===== src/rtl/ring_guard_pkg.sv =====
package ring_guard_pkg;
  typedef logic [1:0] level_t;

  typedef enum logic [2:0] {
    OP_PRIV  = 3'd0,
    OP_FLAGS = 3'd1,
    OP_PORT  = 3'd2,
    OP_INTF  = 3'd3,
    OP_SEGLD = 3'd4,
    OP_PAGE  = 3'd5,
    OP_RET   = 3'd6,
    OP_RSVD  = 3'd7
  } ring_op_e;

  typedef enum logic [2:0] {
    CZ_NONE = 3'd0,
    CZ_PRIV = 3'd1,
    CZ_IO   = 3'd2,
    CZ_SEG  = 3'd3,
    CZ_PAGE = 3'd4,
    CZ_RET  = 3'd5,
    CZ_OP   = 3'd6
  } cause_e;

  localparam level_t LVL_KERNEL = 2'd0;
  localparam level_t LVL_OUTER  = 2'd3;
endpackage


===== src/rtl/ring_io_gate.sv =====
module ring_io_gate
  import ring_guard_pkg::*;
#(
  parameter int PORT_W = 8
) (
  input  level_t              level,
  input  level_t              iopl,
  input  logic                bitmap_ok_op,
  input  logic [PORT_W-1:0]   port,
  input  logic [PORT_W-1:0]   limit,
  input  logic                deny_bit,
  output logic                grant
);
  logic by_field;
  logic by_bitmap;

  // Ring meets the held field, or the bitmap opens this port.
  assign by_field  = (level <= iopl);
  assign by_bitmap = bitmap_ok_op && (port <= limit) && !deny_bit;
  assign grant     = by_field || by_bitmap;
endmodule


===== src/rtl/ring_seg_scrub.sv =====
module ring_seg_scrub
  import ring_guard_pkg::*;
#(
  parameter int NSEG = 4
) (
  input  level_t             target,
  input  logic [2*NSEG-1:0]  seg_dpl,
  output logic [NSEG-1:0]    clr
);
  // A segment the target ring could not load itself is scrubbed.
  for (genvar i = 0; i < NSEG; i++) begin : g_seg
    assign clr[i] = (seg_dpl[2*i +: 2] < target);
  end
endmodule


===== src/rtl/ring_guard.sv =====
module ring_guard
  import ring_guard_pkg::*;
#(
  parameter int FLAGS_W  = 16,
  parameter int IOPL_LSB = 12,
  parameter int PORT_W   = 8,
  parameter int NSEG     = 4
) (
  input  logic                clk,
  input  logic                rst,
  input  logic                req_valid,
  output logic                req_ready,
  input  logic [2:0]          req_op,
  input  logic [1:0]          req_rpl,
  input  logic [1:0]          req_dpl,
  input  logic [FLAGS_W-1:0]  req_flags,
  input  logic [PORT_W-1:0]   req_port,
  input  logic                req_page_user,
  input  logic [2*NSEG-1:0]   req_seg_dpl,
  output logic [PORT_W-1:0]   bm_index,
  input  logic [PORT_W-1:0]   bm_limit,
  input  logic                bm_deny,
  output logic                rsp_valid,
  input  logic                rsp_ready,
  output logic                rsp_allow,
  output logic [2:0]          rsp_cause,
  output logic [FLAGS_W-1:0]  rsp_flags,
  output logic [NSEG-1:0]     rsp_seg_clr,
  output logic [1:0]          cur_level,
  output logic [1:0]          cur_iopl
);
  localparam int IOPL_HI = IOPL_LSB + 1;

  ring_op_e           op;
  cause_e             cause;
  logic               accept;
  logic               io_grant;
  logic [NSEG-1:0]    scrub_vec;
  level_t             eff_level;
  logic [FLAGS_W-1:0] masked_flags;
  level_t             level_q;
  level_t             iopl_q;

  assign op        = ring_op_e'(req_op);
  assign req_ready = !rsp_valid || rsp_ready;
  assign accept    = req_valid && req_ready;
  assign bm_index  = req_port;
  assign cur_level = level_q;
  assign cur_iopl  = iopl_q;

  ring_io_gate #(.PORT_W(PORT_W)) u_io (
    .level        (level_q),
    .iopl         (iopl_q),
    .bitmap_ok_op (op == OP_PORT),
    .port         (req_port),
    .limit        (bm_limit),
    .deny_bit     (bm_deny),
    .grant        (io_grant)
  );

  ring_seg_scrub #(.NSEG(NSEG)) u_scrub (
    .target  (req_rpl),
    .seg_dpl (req_seg_dpl),
    .clr     (scrub_vec)
  );

  assign eff_level = (req_rpl > level_q) ? req_rpl : level_q;

  always_comb begin
    masked_flags = req_flags;
    if (level_q != LVL_KERNEL) masked_flags[IOPL_HI:IOPL_LSB] = iopl_q;
  end

  always_comb begin
    cause = CZ_NONE;
    case (op)
      OP_PRIV:  if (level_q != LVL_KERNEL) cause = CZ_PRIV;
      OP_FLAGS: cause = CZ_NONE;
      OP_PORT,
      OP_INTF:  if (!io_grant) cause = CZ_IO;
      OP_SEGLD: if (eff_level > req_dpl) cause = CZ_SEG;
      OP_PAGE:  if (!req_page_user && level_q == LVL_OUTER) cause = CZ_PAGE;
      OP_RET:   if (req_rpl < level_q) cause = CZ_RET;
      default:  cause = CZ_OP;
    endcase
  end

  always_ff @(posedge clk) begin
    if (rst) begin
      rsp_valid   <= 1'b0;
      rsp_allow   <= 1'b0;
      rsp_cause   <= 3'd0;
      rsp_flags   <= '0;
      rsp_seg_clr <= '0;
      level_q     <= LVL_KERNEL;
      iopl_q      <= LVL_KERNEL;
    end else if (accept) begin
      rsp_valid   <= 1'b1;
      rsp_allow   <= (cause == CZ_NONE);
      rsp_cause   <= cause;
      rsp_flags   <= masked_flags;
      rsp_seg_clr <= (op == OP_RET && cause == CZ_NONE) ? scrub_vec : '0;
      if (op == OP_FLAGS && level_q == LVL_KERNEL)
        iopl_q <= req_flags[IOPL_HI:IOPL_LSB];
      if (op == OP_RET && cause == CZ_NONE)
        level_q <= req_rpl;
    end else if (rsp_ready) begin
      rsp_valid <= 1'b0;
    end
  end

  // Held response does not move while the consumer stalls.
  assert_hold_R2: assert property (@(posedge clk) disable iff (rst)
    rsp_valid && !rsp_ready |=> rsp_valid && $stable(rsp_cause) && $stable(rsp_allow));

  // Privileged class outside ring 0 always produces a fault.
  assert_priv_R3: assert property (@(posedge clk) disable iff (rst)
    accept && op == OP_PRIV && level_q != LVL_KERNEL |=> !rsp_allow && rsp_cause == 3'd1);

  // Outside ring 0 a flags restore never moves the held field.
  assert_iopl_keep_R4: assert property (@(posedge clk) disable iff (rst)
    accept && op == OP_FLAGS && level_q != LVL_KERNEL |=> $stable(cur_iopl));

  // Only a return changes the ring.
  assert_level_R9: assert property (@(posedge clk) disable iff (rst)
    accept && op != OP_RET |=> $stable(cur_level));

  // A faulted response never scrubs segments.
  assert_clr_fault_R9: assert property (@(posedge clk) disable iff (rst)
    rsp_valid && !rsp_allow |-> rsp_seg_clr == '0);

  // Allow and fault code agree.
  assert_code_R10: assert property (@(posedge clk) disable iff (rst)
    rsp_valid |-> (rsp_allow == (rsp_cause == 3'd0)));
endmodule


===== config.mk =====
export PLATFORM = sky130hd
export DESIGN_NAME = ring_guard
export DESIGN_NICKNAME = d
export VERILOG_FILES = /design/src/rtl/ring_guard_pkg.sv /design/src/rtl/ring_io_gate.sv /design/src/rtl/ring_seg_scrub.sv /design/src/rtl/ring_guard.sv
export SDC_FILE = /design/constraint.sdc
export NUM_CORES = 1
export LEC_CHECK = 0
export BUFFER_PORTS_ARGS = -buffer_cell sky130_fd_sc_hd__buf_4
export CORE_ASPECT_RATIO = 0.9
export CORE_MARGIN = 10
export CORE_UTILIZATION = 45
export DETAILED_ROUTE_END_ITERATION = 7
export PLACE_DENSITY = 0.8
export REMOVE_ABC_BUFFERS = 1
export SLEW_MARGIN = 25
export SYNTH_ARGS = -nofsm -noshare
export SYNTH_HDL_FRONTEND = slang
export SYNTH_SLANG_ARGS = --single-unit

===== constraint.sdc =====
create_clock -name clk -period 2.8 [get_ports clk]
set_clock_uncertainty 0.1 [all_clocks]
set_input_delay 0.56 -clock clk [delete_from_list [all_inputs] [get_ports clk]]
set_output_delay 0.56 -clock clk [all_outputs]
set_load 0.05 [all_outputs]

==> metrics.yaml, run 1 <==
cells_and_area:
  final_util: 0.6677
  regArea_um2: 580.6
  fin_nets: 374
  area_growth_pct: 44.20
  diodes: 0
  nFillCells: 328
  drive_gt1_frac: 0.3597
  multi_input_area_um2: 934.6
  post-route-cell-area_um2: 2474
placed_design:
  gp_congestion: 0.8237
  port-buffer-count: 90
  hpwl_um: 4160
  placed_cell_area_um2: 2387
  place_ws_ps: -77.16
timing:
  timing.final.ws_setup_ps: 227.5
  slew_headroom: 0.7807
  worst_pin_slew_ps: 324.9
  slew_viol_final: 0
  fin_crit_ps: 2573
  fmax_mhz: 388.7
  period_share: 0.9188
  hold_viol: 0
  rsz0062_at_grt: "false"
  tns_ps: 0
  setup_viol: 0
min_path:
  hp-start: "rsp_flags[5]"
  hold_depth: 2
  hold_path_class: "flop to flop"
  hold_end: "rsp_flags[5]"
cts:
  clk_latency_ps: 280
  cts-root-buf: "clkbuf_8"
  cts_tree: "yes"
  clk_path_buf_depth: 2
  cts-hold-fix-buffers: 0
  cts_num_sinks: 29
  cts_made_buffers: 5
  clk_pin_slew_ps: 70
  cts_setup_buffers: 0
  cts_resized: 0
  h-tree-depth: 2
grt:
  grt_usage: 0.1528
  antenna_found_initial: 0
  grt_max_degree: 30
  grt.overflow.total: 0
  grt_pass1_wl_um: 8659
  grt_pass1_vias: 1857
setup_path:
  ff2ff_path_depth: 10
  arrival_ps: 2700
  cp_slowest_cell: "a2111oi_2"
  critPathMaxStageDelay_ps: 390
  reg2reg_to: "rsp_allow"
  crit_type: "input pin to flop"
  cp-start-kind: "input pin"
  crit_chain: "buf_4 -> inv_1 -> ha_1 -> o21ba_2 -> o311ai_0 -> ha_1 -> nor2b_1 -> o21ai_1 -> mux2i_1 -> a2111oi_2 -> a32o_1"
  crit-reg2reg-launch: "cur_level[1]"
  critPathRequiredTime_ps: 2930
  r2r_slack_ps: 270
  cp-end-kind: "flop"
  crit_top_cell: "ha_1"
  cp_max_fo: 3
detailed_routing:
  dr.pass1.iters: 4
  viasPerCell: 4.966
  route.met3.wl_um: 506
  wl_um: 5099
  wire_per_inst_um: 14.61
  wl_met2_um: 2399
  drt-met1-wl_um: 2183
  ant_nets: 0
  drtIter0Drc: 121
  routed-via-count: 1733
  highest_layer: "met4"
  drcViolationCount: 0
synth:
  synthTopCellsByArea: "dfxtp_1 (34%), ha_1 (14%), nand2_1 (9.0%)"
  synthDistinctLibCells: 35
  yosysTopAreaCell: "dfxtp_1"
  synth-seq-cells: 29
  syn_area_per_cell_um2: 7.942
  yosysSeqAreaShare: 0.3384
  synth_cells: 216
  async_reset_ff_frac: 0
  syn_area_um2: 1715
  synth_ff_type: "dfxtp_1"
  synth_enable_flop_cells: 0
  yosysWarnings: 0
  synth.top_cell.area_share: 0.3384
floorplan:
  dieArea_um2: 6685
  chipWidth_um: 85.08
  start_util: 0.4630
  coreArea_um2: 3705
  num_rows: 21
  ios: 91
  die_h_um: 78.58
power_and_ir_drop:
  sw_frac_of_total: 0.3376
  seq_power_share: 0.400
  internal-power_w: 0.0007344
  power.total_w: 0.001109
  pwr-share-clk: 0.306
  irDropWorstVdd_mv: 0.3206
  powerDensity_nw_per_um2: 448.2
  p_leak_nw: 1.221
  p_sw_w: 0.0003743
  comb_power_share: 0.295
run:
  drv_cap: 0
run_status:
  status: "finished clean"
==> cell type report <==
type                       count  area share
clock buffer                   5     0.02782
clock inverter                 3    0.007081
inverter                      25     0.03794
multi-input combinational    145      0.3778
sequential                    29      0.2347
tap                           46     0.02327
timing repair buffer          96      0.2914
==> per-stage QoR <==
stage,cells,hold slack [ps]
floorplan,199,529.1
global placement,341,342.8
detailed placement,341,346.6
CTS,349,356.3
global route,349,371.7
finish,349,355.3
==> state kept, by name, indices dropped and copies added (netlist names) <==
register and flops:
rsp_allow 1, rsp_flags 16, cur_iopl 2, rsp_valid 1, cur_level 2, rsp_cause 3
rsp_seg_clr 4
==> power by group through the flow <==
stage / Clock, W / Sequential, W / Combinational [W]
after global placement: 0 / 0.000452 / 0.000323
after CTS: 0.000346 / 0.000443 / 0.000330
after detailed placement: 0 / 0.000453 / 0.000329
final: 0.000339 / 0.000443 / 0.000327
after floorplan: 0 / 0.000522 / 0.0000933
after global routing: 0.000373 / 0.000446 / 0.000357
==> per-layer routing <==
layer,vias to the layer above,global-route usage
met5,-,0
met4,0,0.03125
met2,65,0.2552
met3,2,0.07224
met1,767,0.1739
li1,899,-
==> critical path: cells and delay by family <==
kind	cells	cell delay [ps]
AND/OR/NAND/NOR	1	40
buffers and inverters	2	150
adder cells (fa/ha/maj)	2	530
multiplexers	1	130
AO/OA/AOI/OAI	5	1270
==> worst max-delay path by stage <==
stage                             from   endpoint  slack (ps)
after floorplan           cur_level[1]  rsp_allow         -50
after global placement      req_rpl[1]  rsp_allow          20
after detailed placement    req_rpl[1]  rsp_allow         -80
after CTS                   req_rpl[1]  rsp_allow         200
after global routing      cur_level[1]  rsp_allow          50
final                       req_rpl[1]  rsp_allow         230
==> cells in the mapped netlist, types with 2 or more instances <==
cell type and number:
buf_2 4, o2111ai_1 2, buf_4 8, mux2i_1 5, nor2b_1 3, ha_1 19, inv_1 25, nor3_1 3
a31oi_1 2, clkbuf_1 4, nor2_1 14, o21ai_0 10, nand2_1 41, dfxtp_1 29, a21oi_1 21, o211ai_1 2
nand4_1 2, a32oi_1 4, a311oi_1 2
==> kinds of logic (layout without fill, tap and decap cells) <==
logic type / after synthesis / in the layout / synth area share
flip-flops: 29 / 29 / 0.3384
AND/OR/NAND/NOR: 70 / 70 / 0.1831
multiplexers: 5 / 5 / 0.02918
buffers and inverters: 42 / 129 / 0.1167
adder cells (fa/ha/maj): 19 / 19 / 0.1386
AO/OA/AOI/OAI: 51 / 51 / 0.1940
==> cells in the final DEF, fill, tap and decap left out, types with 2 or more instances in the layout <==
| master | instances |
|---|---|
| mux2i_1 | 5 |
| nor2b_1 | 3 |
| nand4_1 | 2 |
| ha_1 | 19 |
| o21ai_0 | 10 |
| a31oi_1 | 2 |
| nand2_1 | 41 |
| a311oi_1 | 2 |
| a21oi_1 | 21 |
| dfxtp_1 | 29 |
| clkinv_2 | 2 |
| nor2_1 | 14 |
| buf_4 | 96 |
| inv_1 | 25 |
| nor3_1 | 3 |
| clkbuf_8 | 5 |
| o2111ai_1 | 2 |
| a32oi_1 | 4 |
| o211ai_1 | 2 |
No activity file was read; power rests on OpenSTA's default activity.
==> inputs of run 2 (changes only) <==
--- a/config.mk
+++ b/config.mk
@@ -10,7 +10,7 @@
 export CORE_MARGIN = 10
 export CORE_UTILIZATION = 45
 export DETAILED_ROUTE_END_ITERATION = 7
-export PLACE_DENSITY = 0.8
+export PLACE_DENSITY = 0.88
 export REMOVE_ABC_BUFFERS = 1
 export SLEW_MARGIN = 25
 export SYNTH_ARGS = -nofsm -noshare
==> metrics.yaml, run 2 (synthesized netlist as in run 1, its figures left out) <==
cells_and_area:
  top_regs: "rsp_flags: 16 flops, rsp_seg_clr: 4 flops, rsp_cause: 3 flops"
  stdcell_count: 348  # -0.29%
  area_growth_pct: 44.64
  final_util: 0.6697  # +0.002026
  nFillCells: 313  # -4.6%
  final_common_cell: "buf_4"
  diodes: 0  # unchanged
  largest_reg_flops: 16  # unchanged
  drive_gt1_frac: 0.3576  # -0.002120
  fin_nets: 373  # -0.27%
  largest_register: "rsp_flags"
  layout_common_cells: "buf_4 (95), nand2_1 (41), dfxtp_1 (29), inv_1 (25), a21oi_1 (21)"
floorplan:
  num_rows: 21  # unchanged
  coreArea_um2: 3705  # unchanged
  dieArea_um2: 6685  # unchanged
  chipWidth_um: 85.08  # unchanged
  start_util: 0.4630  # unchanged
  ios: 91  # unchanged
  die_h_um: 78.58  # unchanged
timing:
  fmax_mhz: 387.6  # -0.29%
  worst_pin_slew_ps: 577.6  # +252.8 ps
  period_share: 0.9215  # +0.002718
  rsz0062_at_grt: "false"
  slew_headroom: 0.6140  # -0.1667
  setup_viol: 0  # unchanged
  slew_viol_final: 0  # unchanged
  whs_ps: 353.7  # -1.685 ps
  timing.final.ws_setup_ps: 219.9  # -7.610 ps
  fin_crit_ps: 2580  # +7.610 ps
  hold_viol: 0  # unchanged
cts:
  h-tree-depth: 2  # unchanged
  cts-hold-fix-buffers: 0  # unchanged
  clk_latency_ps: 270  # about the same
  cts_tree: "yes"
  cts_resized: 0  # unchanged
  cts_setup_buffers: 0  # unchanged
  clk_path_buf_depth: 2  # unchanged
  clk_pin_slew_ps: 60  # about the same
  cts_made_buffers: 5  # unchanged
  cts_num_sinks: 29  # unchanged
  cts-root-buf: "clkbuf_8"
placed_design:
  hpwl_um: 4140  # -0.48%
  gp_congestion: 0.9119  # +11%
  place_ws_ps: -149.5  # -72.31 ps
  dp_cells: 340  # -0.29%
  port-buffer-count: 90  # unchanged
grt:
  grt_max_degree: 30  # unchanged
  grt.overflow.total: 0  # unchanged
  grt_usage: 0.1483  # -0.004531
  grt_pass1_wl_um: 8418  # -2.8%
  antenna_found_initial: 0  # unchanged
  grt_pass1_vias: 1872  # +0.81%
detailed_routing:
  viasPerCell: 5.115  # +3.0%
  ant_nets: 0  # unchanged
  wl_um: 5021  # -1.5%
  drtIter0Drc: 58  # -52%
  wire_per_inst_um: 14.43  # -1.2%
  routed-via-count: 1780  # +2.7%
  dr.pass1.iters: 4  # unchanged
  drcViolationCount: 0  # unchanged
setup_path:
  critPathRequiredTime_ps: 2920  # about the same
  crit_type: "input pin to flop"
  cp-end-kind: "flop"
  cp_max_fo: 3  # unchanged
  cp-start-kind: "input pin"
  arrival_ps: 2700  # about the same
run_status:
  status: "finished clean"
power_and_ir_drop:
  p_leak_nw: 1.227  # +0.50%
  irDropWorstVdd_mv: 0.2943  # -8.2%
  comb_power_share: 0.285  # -0.010
  power.total_w: 0.001146  # +3.3%
  internal-power_w: 0.0007843  # +6.8%
  pwr-share-clk: 0.328  # +0.022
  p_sw_w: 0.0003613  # -3.5%
  powerDensity_nw_per_um2: 461.8  # +3.0%
  seq_power_share: 0.387  # -0.013
  sw_frac_of_total: 0.3154  # -0.02217
min_path:
  hold_path_class: "flop to flop"
run:
  drv_cap: 0  # unchanged
run 2: changes by cell type in the layout (fill, tap and decap cells not counted):
cell	previous run	this run
buf_4	96	95
clkbuf_8	5	7
clkinv_2	2	1
clkinvlp_4	1	0
o311ai_0	1	0
o311ai_1	0	1
run 2: layout make-up:
cell class / instances / area (um2) / share of cell area
Multi-Input combinational cell: 145 / 934.6 / 0.3767
Timing Repair Buffer: 95 / 713.2 / 0.2874
Sequential cell: 29 / 580.6 / 0.2340
Clock buffer: 7 / 96.34 / 0.03883
Inverter: 25 / 93.84 / 0.03782
Tap cell: 46 / 57.56 / 0.02320
Clock inverter: 1 / 5.005 / 0.002017
run 2: final timing paths:
path / end / start / slack [ps] / cells past startpoint
hold / removal: rsp_flags[8] / rsp_flags[8] / 350 / 2
setup reg to reg: rsp_allow / cur_level[1] / 270 / 10
setup / recovery: rsp_allow / req_rpl[1] / 220 / 11
hold reg to reg: rsp_flags[8] / rsp_flags[8] / 350 / 2
run 2: critical path, stage by stage:
cell and delay, ps:
buf_4 100, inv_1 50, ha_1 330, o21ba_2 240, o311ai_1 270, ha_1 210, nor2b_1 40, o21ai_1 210
mux2i_1 140, a2111oi_2 380, a32o_1 170
run 2: routing by layer:
metal  wire, um  track usage
met1       2143       0.1684
met2       2425       0.2500
met3        421      0.05882
met4         29      0.04441
met5          0            0
run 2: power by group through the flow:
| stage | clock [W] | combinational [W] | sequential (W) |
|---|---|---|---|
| after floorplan | 0 | 0.0000933 | 0.000522 |
| after global placement | 0 | 0.000321 | 0.000452 |
| after detailed placement | 0 | 0.000328 | 0.000453 |
| after CTS | 0.000389 | 0.000329 | 0.000444 |
| after global routing | 0.000412 | 0.000357 | 0.000446 |
| final | 0.000376 | 0.000326 | 0.000444 |
run 2: stage by stage:
stage / TNS (ps) / cell area, um2
after floorplan: -49.05 / 1609
after global placement: 0 / 2380
after detailed placement: -149.5 / 2380
after CTS: 0 / 2481
after global routing: 0 / 2481
final: 0 / 2481
